<file path="config.mk">
export PLATFORM = sky130hd
export DESIGN_NAME = beam_irq_unit
export DESIGN_NICKNAME = d
export VERILOG_FILES = /design/src/rtl/beam_irq_pkg.sv /design/src/rtl/beam_irq_ctrl.sv /design/src/rtl/beam_irq_slot.sv /design/src/rtl/beam_irq_merge.sv /design/src/rtl/beam_irq_unit.sv
export SDC_FILE = /design/constraint.sdc
export NUM_CORES = 1
export LEC_CHECK = 0
export CORE_MARGIN = 10
export CORE_UTILIZATION = 35
export DETAILED_ROUTE_END_ITERATION = 8
export HOLD_SLACK_MARGIN = 0.03
export PLACE_DENSITY_LB_ADDON = 0.1
export SLEW_MARGIN = 10
export SYNTH_ARGS = -nofsm -noshare
export SYNTH_HDL_FRONTEND = slang
export SYNTH_SLANG_ARGS = --single-unit
</file>
<file path="constraint.sdc">
create_clock -name clk -period 5.7 [get_ports clk]
set_input_delay 1.14 -clock clk [delete_from_list [all_inputs] [get_ports clk]]
set_output_delay 1.14 -clock clk [all_outputs]
set_load 0.02 [all_outputs]
</file>
<file path="src/rtl/beam_irq_pkg.sv">
`timescale 1ns/1ps
package beam_irq_pkg;

  localparam int DATA_W   = 16;
  localparam int ST_BIT   = 15;  // status position in the high word
  localparam int MSK_BIT  = 12;  // mask position in the high word
  localparam int CLR_BIT  = 1;   // self-clearing wipe command in the control word

  typedef struct packed {
    logic [1:0] fmt;
    logic       latch1;
    logic       latch0;
    logic       stereo;
    logic       progressive;
    logic       enable;
  } disp_ctrl_t;

  // Full line number (1-based) of a half-line count.
  function automatic logic [31:0] line_of(input logic [31:0] hl);
    return (hl >> 1) + 32'd1;
  endfunction

  // A horizontal compare past the half-line length selects the odd half.
  function automatic logic wants_odd_half(input logic [31:0] hcmp, input logic [31:0] len);
    return hcmp > len;
  endfunction

  function automatic int rst_hcmp(input int idx);
    case (idx)
      0: return 430;
      1: return 1;
      default: return 0;
    endcase
  endfunction

  function automatic int rst_vcmp(input int idx);
    case (idx)
      0: return 263;
      1: return 1;
      default: return 0;
    endcase
  endfunction

  function automatic int rst_mask(input int idx);
    return (idx < 2) ? 1 : 0;
  endfunction

endpackage

</file>
<file path="src/rtl/beam_irq_ctrl.sv">
`timescale 1ns/1ps
module beam_irq_ctrl
  import beam_irq_pkg::*;
(
  input  logic              clk,
  input  logic              rst_n,
  input  logic              wr,
  input  logic [DATA_W-1:0] wr_data,
  output logic [DATA_W-1:0] ctrl_word,
  output logic              clear_all
);

  disp_ctrl_t ctrl_q;

  always_ff @(posedge clk or negedge rst_n) begin
    if (!rst_n) begin
      ctrl_q        <= '0;
      ctrl_q.enable <= 1'b1;
    end else if (wr) begin
      ctrl_q.enable      <= wr_data[0];
      ctrl_q.progressive <= wr_data[2];
      ctrl_q.stereo      <= wr_data[3];
      ctrl_q.latch0      <= wr_data[4];
      ctrl_q.latch1      <= wr_data[5];
      ctrl_q.fmt         <= wr_data[9:8];
    end
  end

  // The wipe command acts in its write cycle and is never stored.
  assign clear_all = wr && wr_data[CLR_BIT];

  always_comb begin
    ctrl_word      = '0;
    ctrl_word[0]   = ctrl_q.enable;
    ctrl_word[2]   = ctrl_q.progressive;
    ctrl_word[3]   = ctrl_q.stereo;
    ctrl_word[4]   = ctrl_q.latch0;
    ctrl_word[5]   = ctrl_q.latch1;
    ctrl_word[9:8] = ctrl_q.fmt;
  end


  ctrl_keep_chk: assert property (@(posedge clk) disable iff (!rst_n)
    wr |=> (ctrl_word[0] == $past(wr_data[0])) && (ctrl_word[9:8] == $past(wr_data[9:8])));

endmodule

</file>
<file path="src/rtl/beam_irq_slot.sv">
`timescale 1ns/1ps
module beam_irq_slot
  import beam_irq_pkg::*;
#(
  parameter int CNT_W   = 11,
  parameter int LEN_W   = 10,
  parameter int VCT_W   = 10,
  parameter int HCT_W   = 11,
  parameter int DEF_HCT = 0,
  parameter int DEF_VCT = 0,
  parameter int DEF_MSK = 0
)(
  input  logic              clk,
  input  logic              rst_n,
  input  logic              hl_step,
  input  logic [CNT_W-1:0]  hl_count,
  input  logic [LEN_W-1:0]  hl_len,
  input  logic              wr_hi,
  input  logic              wr_lo,
  input  logic [DATA_W-1:0] wr_data,
  input  logic              clear_all,
  output logic              status,
  output logic              mask,
  output logic              hit,
  output logic [DATA_W-1:0] hi_word,
  output logic [DATA_W-1:0] lo_word
);

  localparam logic [HCT_W-1:0] HCT_RST = HCT_W'(DEF_HCT);
  localparam logic [VCT_W-1:0] VCT_RST = VCT_W'(DEF_VCT);
  localparam logic             MSK_RST = (DEF_MSK != 0);

  logic [VCT_W-1:0] vcmp_q;
  logic [HCT_W-1:0] hcmp_q;
  logic             mask_q;
  logic             status_q;
  logic             line_eq;
  logic             half_eq;

  always_comb begin
    line_eq = (line_of(32'(hl_count)) == 32'(vcmp_q));
    half_eq = (hl_count[0] == wants_odd_half(32'(hcmp_q), 32'(hl_len)));
    hit     = hl_step && line_eq && half_eq;
  end

  always_ff @(posedge clk or negedge rst_n) begin
    if (!rst_n) begin
      vcmp_q   <= VCT_RST;
      hcmp_q   <= HCT_RST;
      mask_q   <= MSK_RST;
      status_q <= 1'b0;
    end else if (clear_all) begin
      vcmp_q   <= '0;
      hcmp_q   <= '0;
      mask_q   <= 1'b0;
      status_q <= 1'b0;
    end else begin
      if (wr_hi) begin
        vcmp_q   <= wr_data[VCT_W-1:0];
        mask_q   <= wr_data[MSK_BIT];
        status_q <= wr_data[ST_BIT];
      end
      if (wr_lo) hcmp_q <= wr_data[HCT_W-1:0];
      if (hit)   status_q <= 1'b1;
    end
  end

  assign status = status_q;
  assign mask   = mask_q;

  always_comb begin
    hi_word                 = '0;
    hi_word[VCT_W-1:0]      = vcmp_q;
    hi_word[MSK_BIT]        = mask_q;
    hi_word[ST_BIT]         = status_q;
    lo_word                 = '0;
    lo_word[HCT_W-1:0]      = hcmp_q;
  end


  match_sets_chk: assert property (@(posedge clk) disable iff (!rst_n)
    (hit && !clear_all) |=> status);


  quiet_hold_chk: assert property (@(posedge clk) disable iff (!rst_n)
    (!hl_step && !wr_hi && !clear_all) |=> $stable(status));


  sw_clear_chk: assert property (@(posedge clk) disable iff (!rst_n)
    (wr_hi && !wr_data[ST_BIT] && !hit && !clear_all) |=> !status);


  wipe_chk: assert property (@(posedge clk) disable iff (!rst_n)
    clear_all |=> (hi_word == '0) && (lo_word == '0));

endmodule

</file>
<file path="src/rtl/beam_irq_merge.sv">
`timescale 1ns/1ps
module beam_irq_merge #(
  parameter int N_SLOT = 4
)(
  input  logic              clk,
  input  logic              rst_n,
  input  logic [N_SLOT-1:0] status_v,
  input  logic [N_SLOT-1:0] mask_v,
  output logic              irq
);

  logic [N_SLOT-1:0] live_v;

  always_comb begin
    live_v = status_v & mask_v;
    irq    = |live_v;
  end


  irq_hold_chk: assert property (@(posedge clk) disable iff (!rst_n)
    ($stable(status_v) && $stable(mask_v)) |-> $stable(irq));

endmodule

</file>
<file path="src/rtl/beam_irq_unit.sv">
`timescale 1ns/1ps
module beam_irq_unit
  import beam_irq_pkg::*;
#(
  parameter int N_SLOT    = 4,
  parameter int CNT_W     = 11,
  parameter int LEN_W     = 10,
  parameter int VCT_W     = 10,
  parameter int HCT_W     = 11,
  parameter int ADDR_W    = 4,
  parameter int SLOT_BASE = 8
)(
  input  logic              clk,
  input  logic              rst_n,
  input  logic              hl_step,
  input  logic [CNT_W-1:0]  hl_count,
  input  logic [LEN_W-1:0]  hl_len,
  input  logic              wr_en,
  input  logic [ADDR_W-1:0] wr_addr,
  input  logic [DATA_W-1:0] wr_data,
  input  logic [ADDR_W-1:0] rd_addr,
  output logic [DATA_W-1:0] rd_data,
  output logic              irq
);

  localparam logic [ADDR_W-1:0] CTRL_ADDR = '0;

  logic                ctrl_wr;
  logic                clear_all;
  logic [DATA_W-1:0]   ctrl_word;
  logic [N_SLOT-1:0]   wr_hi_v;
  logic [N_SLOT-1:0]   wr_lo_v;
  logic [N_SLOT-1:0]   status_v;
  logic [N_SLOT-1:0]   mask_v;
  logic [N_SLOT-1:0]   hit_v;
  logic [DATA_W-1:0]   hi_words [N_SLOT];
  logic [DATA_W-1:0]   lo_words [N_SLOT];

  assign ctrl_wr = wr_en && (wr_addr == CTRL_ADDR);

  beam_irq_ctrl ctrl_i (
    .clk       (clk),
    .rst_n     (rst_n),
    .wr        (ctrl_wr),
    .wr_data   (wr_data),
    .ctrl_word (ctrl_word),
    .clear_all (clear_all)
  );

  for (genvar g = 0; g < N_SLOT; g++) begin : g_slot
    localparam logic [ADDR_W-1:0] HI_ADDR = ADDR_W'(SLOT_BASE + 2 * g);
    localparam logic [ADDR_W-1:0] LO_ADDR = ADDR_W'(SLOT_BASE + 2 * g + 1);

    assign wr_hi_v[g] = wr_en && (wr_addr == HI_ADDR);
    assign wr_lo_v[g] = wr_en && (wr_addr == LO_ADDR);

    beam_irq_slot #(
      .CNT_W   (CNT_W),
      .LEN_W   (LEN_W),
      .VCT_W   (VCT_W),
      .HCT_W   (HCT_W),
      .DEF_HCT (rst_hcmp(g)),
      .DEF_VCT (rst_vcmp(g)),
      .DEF_MSK (rst_mask(g))
    ) slot_i (
      .clk       (clk),
      .rst_n     (rst_n),
      .hl_step   (hl_step),
      .hl_count  (hl_count),
      .hl_len    (hl_len),
      .wr_hi     (wr_hi_v[g]),
      .wr_lo     (wr_lo_v[g]),
      .wr_data   (wr_data),
      .clear_all (clear_all),
      .status    (status_v[g]),
      .mask      (mask_v[g]),
      .hit       (hit_v[g]),
      .hi_word   (hi_words[g]),
      .lo_word   (lo_words[g])
    );
  end

  beam_irq_merge #(.N_SLOT(N_SLOT)) merge_i (
    .clk      (clk),
    .rst_n    (rst_n),
    .status_v (status_v),
    .mask_v   (mask_v),
    .irq      (irq)
  );

  always_comb begin
    rd_data = '0;
    if (rd_addr == CTRL_ADDR) rd_data = ctrl_word;
    for (int i = 0; i < N_SLOT; i++) begin
      if (rd_addr == ADDR_W'(SLOT_BASE + 2 * i))     rd_data = hi_words[i];
      if (rd_addr == ADDR_W'(SLOT_BASE + 2 * i + 1)) rd_data = lo_words[i];
    end
  end


  wipe_irq_chk: assert property (@(posedge clk) disable iff (!rst_n)
    clear_all |=> !irq);


  hit_irq_chk: assert property (@(posedge clk) disable iff (!rst_n)
    (|(hit_v & mask_v & ~wr_hi_v) && !clear_all) |=> irq);

endmodule

</file>
# == After elaboration in Yosys (flattened, before gate mapping) ==
# Cells that the tools add are included.
# op_classes
addsub,1
order_cmp,4
n_eq_ne,24
muxes,45
n_bitwise,1
n_reduce_logical,33
# op_table
operator,n
32-bit by 10-bit == test with 1-bit output,4
16-bit 2-to-1 mux,8
10-bit 2-to-1 mux,9
11-bit 2-to-1 mux,8
"4-bit == test, second input constant",16
11-bit by 10-bit greater-than comparator with 1-bit output,4
1-bit 2-to-1 mux,20
1-bit logical AND,18
2-bit nonzero test,8
3-bit nonzero test,4
"10-bit by 1-bit adder with 11-bit output, second input constant",1
4-bit zero test,2
4-bit bitwise AND,1
1-bit == test,4
4-bit OR reduction,1
# word_totals
ff_bits,99
input_bits,49
output_inout_bits,17
word_cells,130

# == Longest topological paths before layout ==
# logic_depth
depth_word,10
ltp_mapped,8
ltp_nobuf,8

# == Hierarchy ==
# A second synthesis with hierarchy kept.
# hier_totals
cells_unflattened,975
hier_area_um2,8500.7
# by_module_without_submodules
module,n_inst,cells_per_inst,area_each_um2,seq_area_each_um2
beam_irq_slot at g_slot[2].slot_i ...,2,167,1597.8,575.6
beam_irq_unit,1,278,1701.6,0.0
beam_irq_slot at g_slot[0].slot_i,1,167,1611.5,589.3
beam_irq_slot at g_slot[1].slot_i,1,167,1601.5,579.3
beam_irq_ctrl,1,26,371.6,176.4
beam_irq_merge,1,3,18.8,0.0

# == Least setup slack after synthesis ==
# OpenSTA, ideal clock, no wires.
# synth_path
path_kind,in2out
start,input port rd_addr[2]
end,output port rd_data[6]
t_arrival_ns,2.495
required_ns,4.560
slack_ns,2.065
stages,5
path_buffers,1
cell_sequence,buf_2 -> clkinv_1 -> nor2_1 -> nand3_1 -> o21ai_0
# synth_between
elab_chain_cells,9
word_cells_on_any_way,16
cone_classes,8 x eq/ne; 8 x mux
# synth_rtl
element,line_no,rtl
start: declaration,beam_irq_unit.sv:21,"input logic [ADDR_W-1:0] rd_addr,"
4-bit == test,beam_irq_unit.sv:95,if (rd_addr == ADDR_W'(SLOT_BASE + 2 * i)) rd_data = hi_words[i];
16-bit 2-to-1 mux,beam_irq_unit.sv:95,
16-bit 2-to-1 mux,beam_irq_unit.sv:96,if (rd_addr == ADDR_W'(SLOT_BASE + 2 * i + 1)) rd_data = lo_words[i];
16-bit 2-to-1 mux,beam_irq_unit.sv:95,
16-bit 2-to-1 mux,beam_irq_unit.sv:96,
16-bit 2-to-1 mux,beam_irq_unit.sv:95,
16-bit 2-to-1 mux,beam_irq_unit.sv:96,
16-bit 2-to-1 mux,beam_irq_unit.sv:95,
16-bit 2-to-1 mux (*),beam_irq_unit.sv:96,
end: declaration,beam_irq_unit.sv:22,"output logic [DATA_W-1:0] rd_data,"
# Every way passes the cells marked *; elsewhere a longest branch is shown, timed or not.

# == Worst setup path in the final report ==
# layout_path
start,input port rd_addr[2]
end,output port rd_data[8]
# layout_between
elab_chain_cells,10
word_cells_on_any_way,18
cone_classes,8 x eq/ne; 9 x mux; 1 x reduce/logical
# layout_rtl
element,line_no,rtl
4-bit zero test,beam_irq_unit.sv:93,if (rd_addr == CTRL_ADDR) rd_data = ctrl_word;
10-bit 2-to-1 mux,beam_irq_unit.sv:93,
16-bit 2-to-1 mux,beam_irq_unit.sv:95,
16-bit 2-to-1 mux,beam_irq_unit.sv:96,
16-bit 2-to-1 mux,beam_irq_unit.sv:95,
16-bit 2-to-1 mux,beam_irq_unit.sv:96,
16-bit 2-to-1 mux,beam_irq_unit.sv:95,
16-bit 2-to-1 mux,beam_irq_unit.sv:96,
16-bit 2-to-1 mux,beam_irq_unit.sv:95,
16-bit 2-to-1 mux (*),beam_irq_unit.sv:96,
# Marked as above.

==> summary.md <==
| Metric | Value |
|---|---|
| Status | `finished, final reports clean` |
| Reg2reg start | `g_slot[0].slot_i.hcmp_q[6]` |
| Clk buf depth | `2` |
| Post-CTS Resized | `0` |
| H-tree levels | `3` |
| Final worst path period share | `87.6%` |
| Core area | `0.0203 mm^2` |
| Ranking of synthesized cells by area | `dfrtp_1, mux2i_1, ha_1` |
| Area after DPL | `0.00804 mm^2` |
| Worst Skew | `12.4 ps` |
| Vias per inst | `5.52` |
| Worst setup EP type | `output port` |
| Die footprint | `0.0269 mm^2` |
| Initial antenna violation count | `0` |
| Row count | `52` |
| Required @ worst endpoint | `4560 ps` |
| # DRC | `0` |
| Post-CTS Setup Inserts | `0` |
| RSZ-0062 raised after global routing | `false` |
| Vias in the first global route | `6479` |
| CTS tree | `done` |
| Register bit total from synthesis | `99` |
| Worst-margin pin slew | `906 ps` |
| CP Class | `primary input to output port` |
| Die X-Extent | `164 um` |
| Top_reg_cell synth | `dfrtp_1` |
| Die extent in y | `164 um` |
| Util after Layout | `41.1%` |
| Post-synth EDFFs | `0` |
| Avg Cell Area, Syn | `8.83 um^2` |
| Final WL | `25000 um` |
| Hold slack final | `486 ps` |
| Num Clock Sinks | `99` |
| Area grow syn2layout | `15.0%` |
| Slew Limit Fails | `0` |
| Final Cell Area | `0.00834 mm^2` |
| Ys async rst share | `100%` |
| PwrDens | `295 mW/mm^2` |
| Setup TNS | `0 ps` |
| Slowest CP cell | `clkdlybuf4s50_1` |
| Post-synth top cells | `nor2_1, dfrtp_1, nand2_1` |
| R2r endpoint | `g_slot[0].slot_i.status` |
| I/O Pins | `66` |
| Gpl congestion | `0.933` |
| DRT antenna net count | `0` |
| First DRT Iteration DRCs | `358` |
| Leak | `3.39 nW` |
| Root buf cell | `clkbuf_16` |
| Total CTS buffers | `9` |
| Most frequent cell after synthesis | `nor2_1` |
| CTS clk-pin slew, worst paths | `70 ps` |
| Max frequency | `0.200 GHz` |
| Setup slack, reg-to-reg | `3190 ps` |
| Crit-path most repeated cell | `clkdlybuf4s50_1` |
| WL per Instance | `22.2 um` |
| CP arrival | `3860 ps` |
| Final setup viols | `0` |
| Min cycle time layout | `5000 ps` |
| Final #Nets | `945` |
| Syn Std Cell Area | `0.00725 mm^2` |
| Post-synth top area cell | `dfrtp_1` |
| Max-slew headroom | `39.6%` |
| Max VDD drop | `0.177 mV` |
| YS warnings | `0` |
| Crit-path max cell delay | `690 ps` |
| Max_cap viols | `0` |
| Worst skew pair latency | `360 ps` |
| Crit path cell chain | `clkdlybuf4s50_1, clkinv_1, nand3_1, o221ai_1, nor2_1, o21ai_0, a21oi_1, clkdlybuf4s50_1` |
| Share of layout cells above drive strength 1 | `10.2%` |
| Mapped Cells | `821` |
| Via count | `6243` |
| Total Routing Usage GR | `18.9%` |
| Drt pass-1 iters | `5` |
| Port Buf Inserts | `59` |
| Startpoint Class | `primary input` |
| Worst setup path end | `rd_data[8]` |
| Hold crit path type | `register to register` |
| Pin count of the biggest net entering global routing | `65` |
| Crit-path max FO | `9` |
| Post-synthesis cell type count | `68` |
| R2R depth | `7` |
| First-pass GRT wire length | `39100 um` |
| Share of the synthesized area in the top cell type | `29.0%` |
| Initial Util | `35.7%` |
| Seq/Total Area, Yosys | `34.4%` |
| CTS hold repair buffers | `0` |
| DP Wirelength | `19400 um` |
| GRT overflow | `0` |
| N_diodes | `0` |
| Crit path launch | `rd_addr[2]` |
| Final hold violation count | `0` |
area by class of cell:
type / instances / area [um^2]
timing repair buffer: 75 / 698
clock inverter: 7 / 73.8
inverter: 28 / 105
fill: 2044 / 12000
sequential: 99 / 2500
multi-input combinational: 642 / 4400
tap: 270 / 338
clock buffer: 9 / 225
layer usage:
layer / up-vias / global-route usage (%) / part of all wire [%]
met5: - / 0 / 0
met4: 0 / 5.69 / 2.3
met3: 28 / 2.73 / 4.3
met2: 159 / 30.5 / 46
met1: 3074 / 25.7 / 47
li1: 2982 / - / -
cells in the final DEF (no fill, tap or decap), drive strengths merged, types with 4 or more instances in the layout:
master / instances
nand2: 83
inv: 29
nor4: 4
dfstp: 15
a211oi: 15
buf: 19
a21o: 6
o22ai: 10
a22oi: 4
nand4: 6
mux2i: 74
o221ai: 4
nand4b: 5
nand3: 23
clkdlybuf4s50: 56
nor3: 12
nand2b: 7
dfrtp: 84
clkbuf: 9
nor2b: 6
a21oi: 72
xor2: 12
a2111oi: 6
and3: 4
o211ai: 5
xnor2: 35
nor2: 110
mux2: 10
clkinv: 4
o21ai: 48
ha: 41
critical path: cells and delay by family:
kind,cells,cell delay [ps]
buffers and inverters,3,1720
and+or+nand+nor,2,460
AOI/OAI and AO/OA,3,530
flip-flops by register name, indices dropped and copies added, names as in the netlist:
| signal | count |
|---|---|
| ctrl_i.ctrl_word | 7 |
| g_slot.slot_i.hcmp_q | 44 |
| g_slot.slot_i.mask | 4 |
| g_slot.slot_i.status | 4 |
| g_slot.slot_i.vcmp_q | 40 |
how the worst min path moves through the flow:
stage / start / endpoint / slack (ps) / cells after the start
6_report: g_slot[0].slot_i.mask / g_slot[0].slot_i.mask / 490 / 2
5_1_grt: g_slot[0].slot_i.mask / g_slot[0].slot_i.mask / 520 / 2
4_1_cts: g_slot[0].slot_i.mask / g_slot[0].slot_i.mask / 490 / 2
3_5_place_dp: g_slot[0].slot_i.mask / g_slot[0].slot_i.mask / 480 / 2
3_3_place_gp: g_slot[0].slot_i.mask / g_slot[0].slot_i.mask / 470 / 2
2_1_floorplan: g_slot[0].slot_i.mask / g_slot[0].slot_i.mask / 460 / 2
cell families after synthesis:
kind of cell / after synthesis / share of synthesized area (%)
simple gates: 269 / 17.7
compound gates: 195 / 17.1
flops: 99 / 34.4
mux: 86 / 12.4
buf+inv: 82 / 5.26
xor+xnor: 47 / 5.88
fa+ha+maj: 42 / 7.21
other cells: 1 / 0.0517
where the power goes:
group	leakage, nW	switching (mW)	internal, mW
combinational	2.03	0.419	0.342
clock	0.147	0.295	0.344
sequential	1.22	0.190	0.870
metrics by stage:
step,std cells,setup WS (ps),total power [mW]
after floorplan,823,2070,1.52
after global placement,1114,844,1.81
final,1130,705,2.46
after CTS,1130,773,2.48
after global routing,1130,563,2.62
after detailed placement,1114,775,1.83
(Power assumes the default switching activity.)
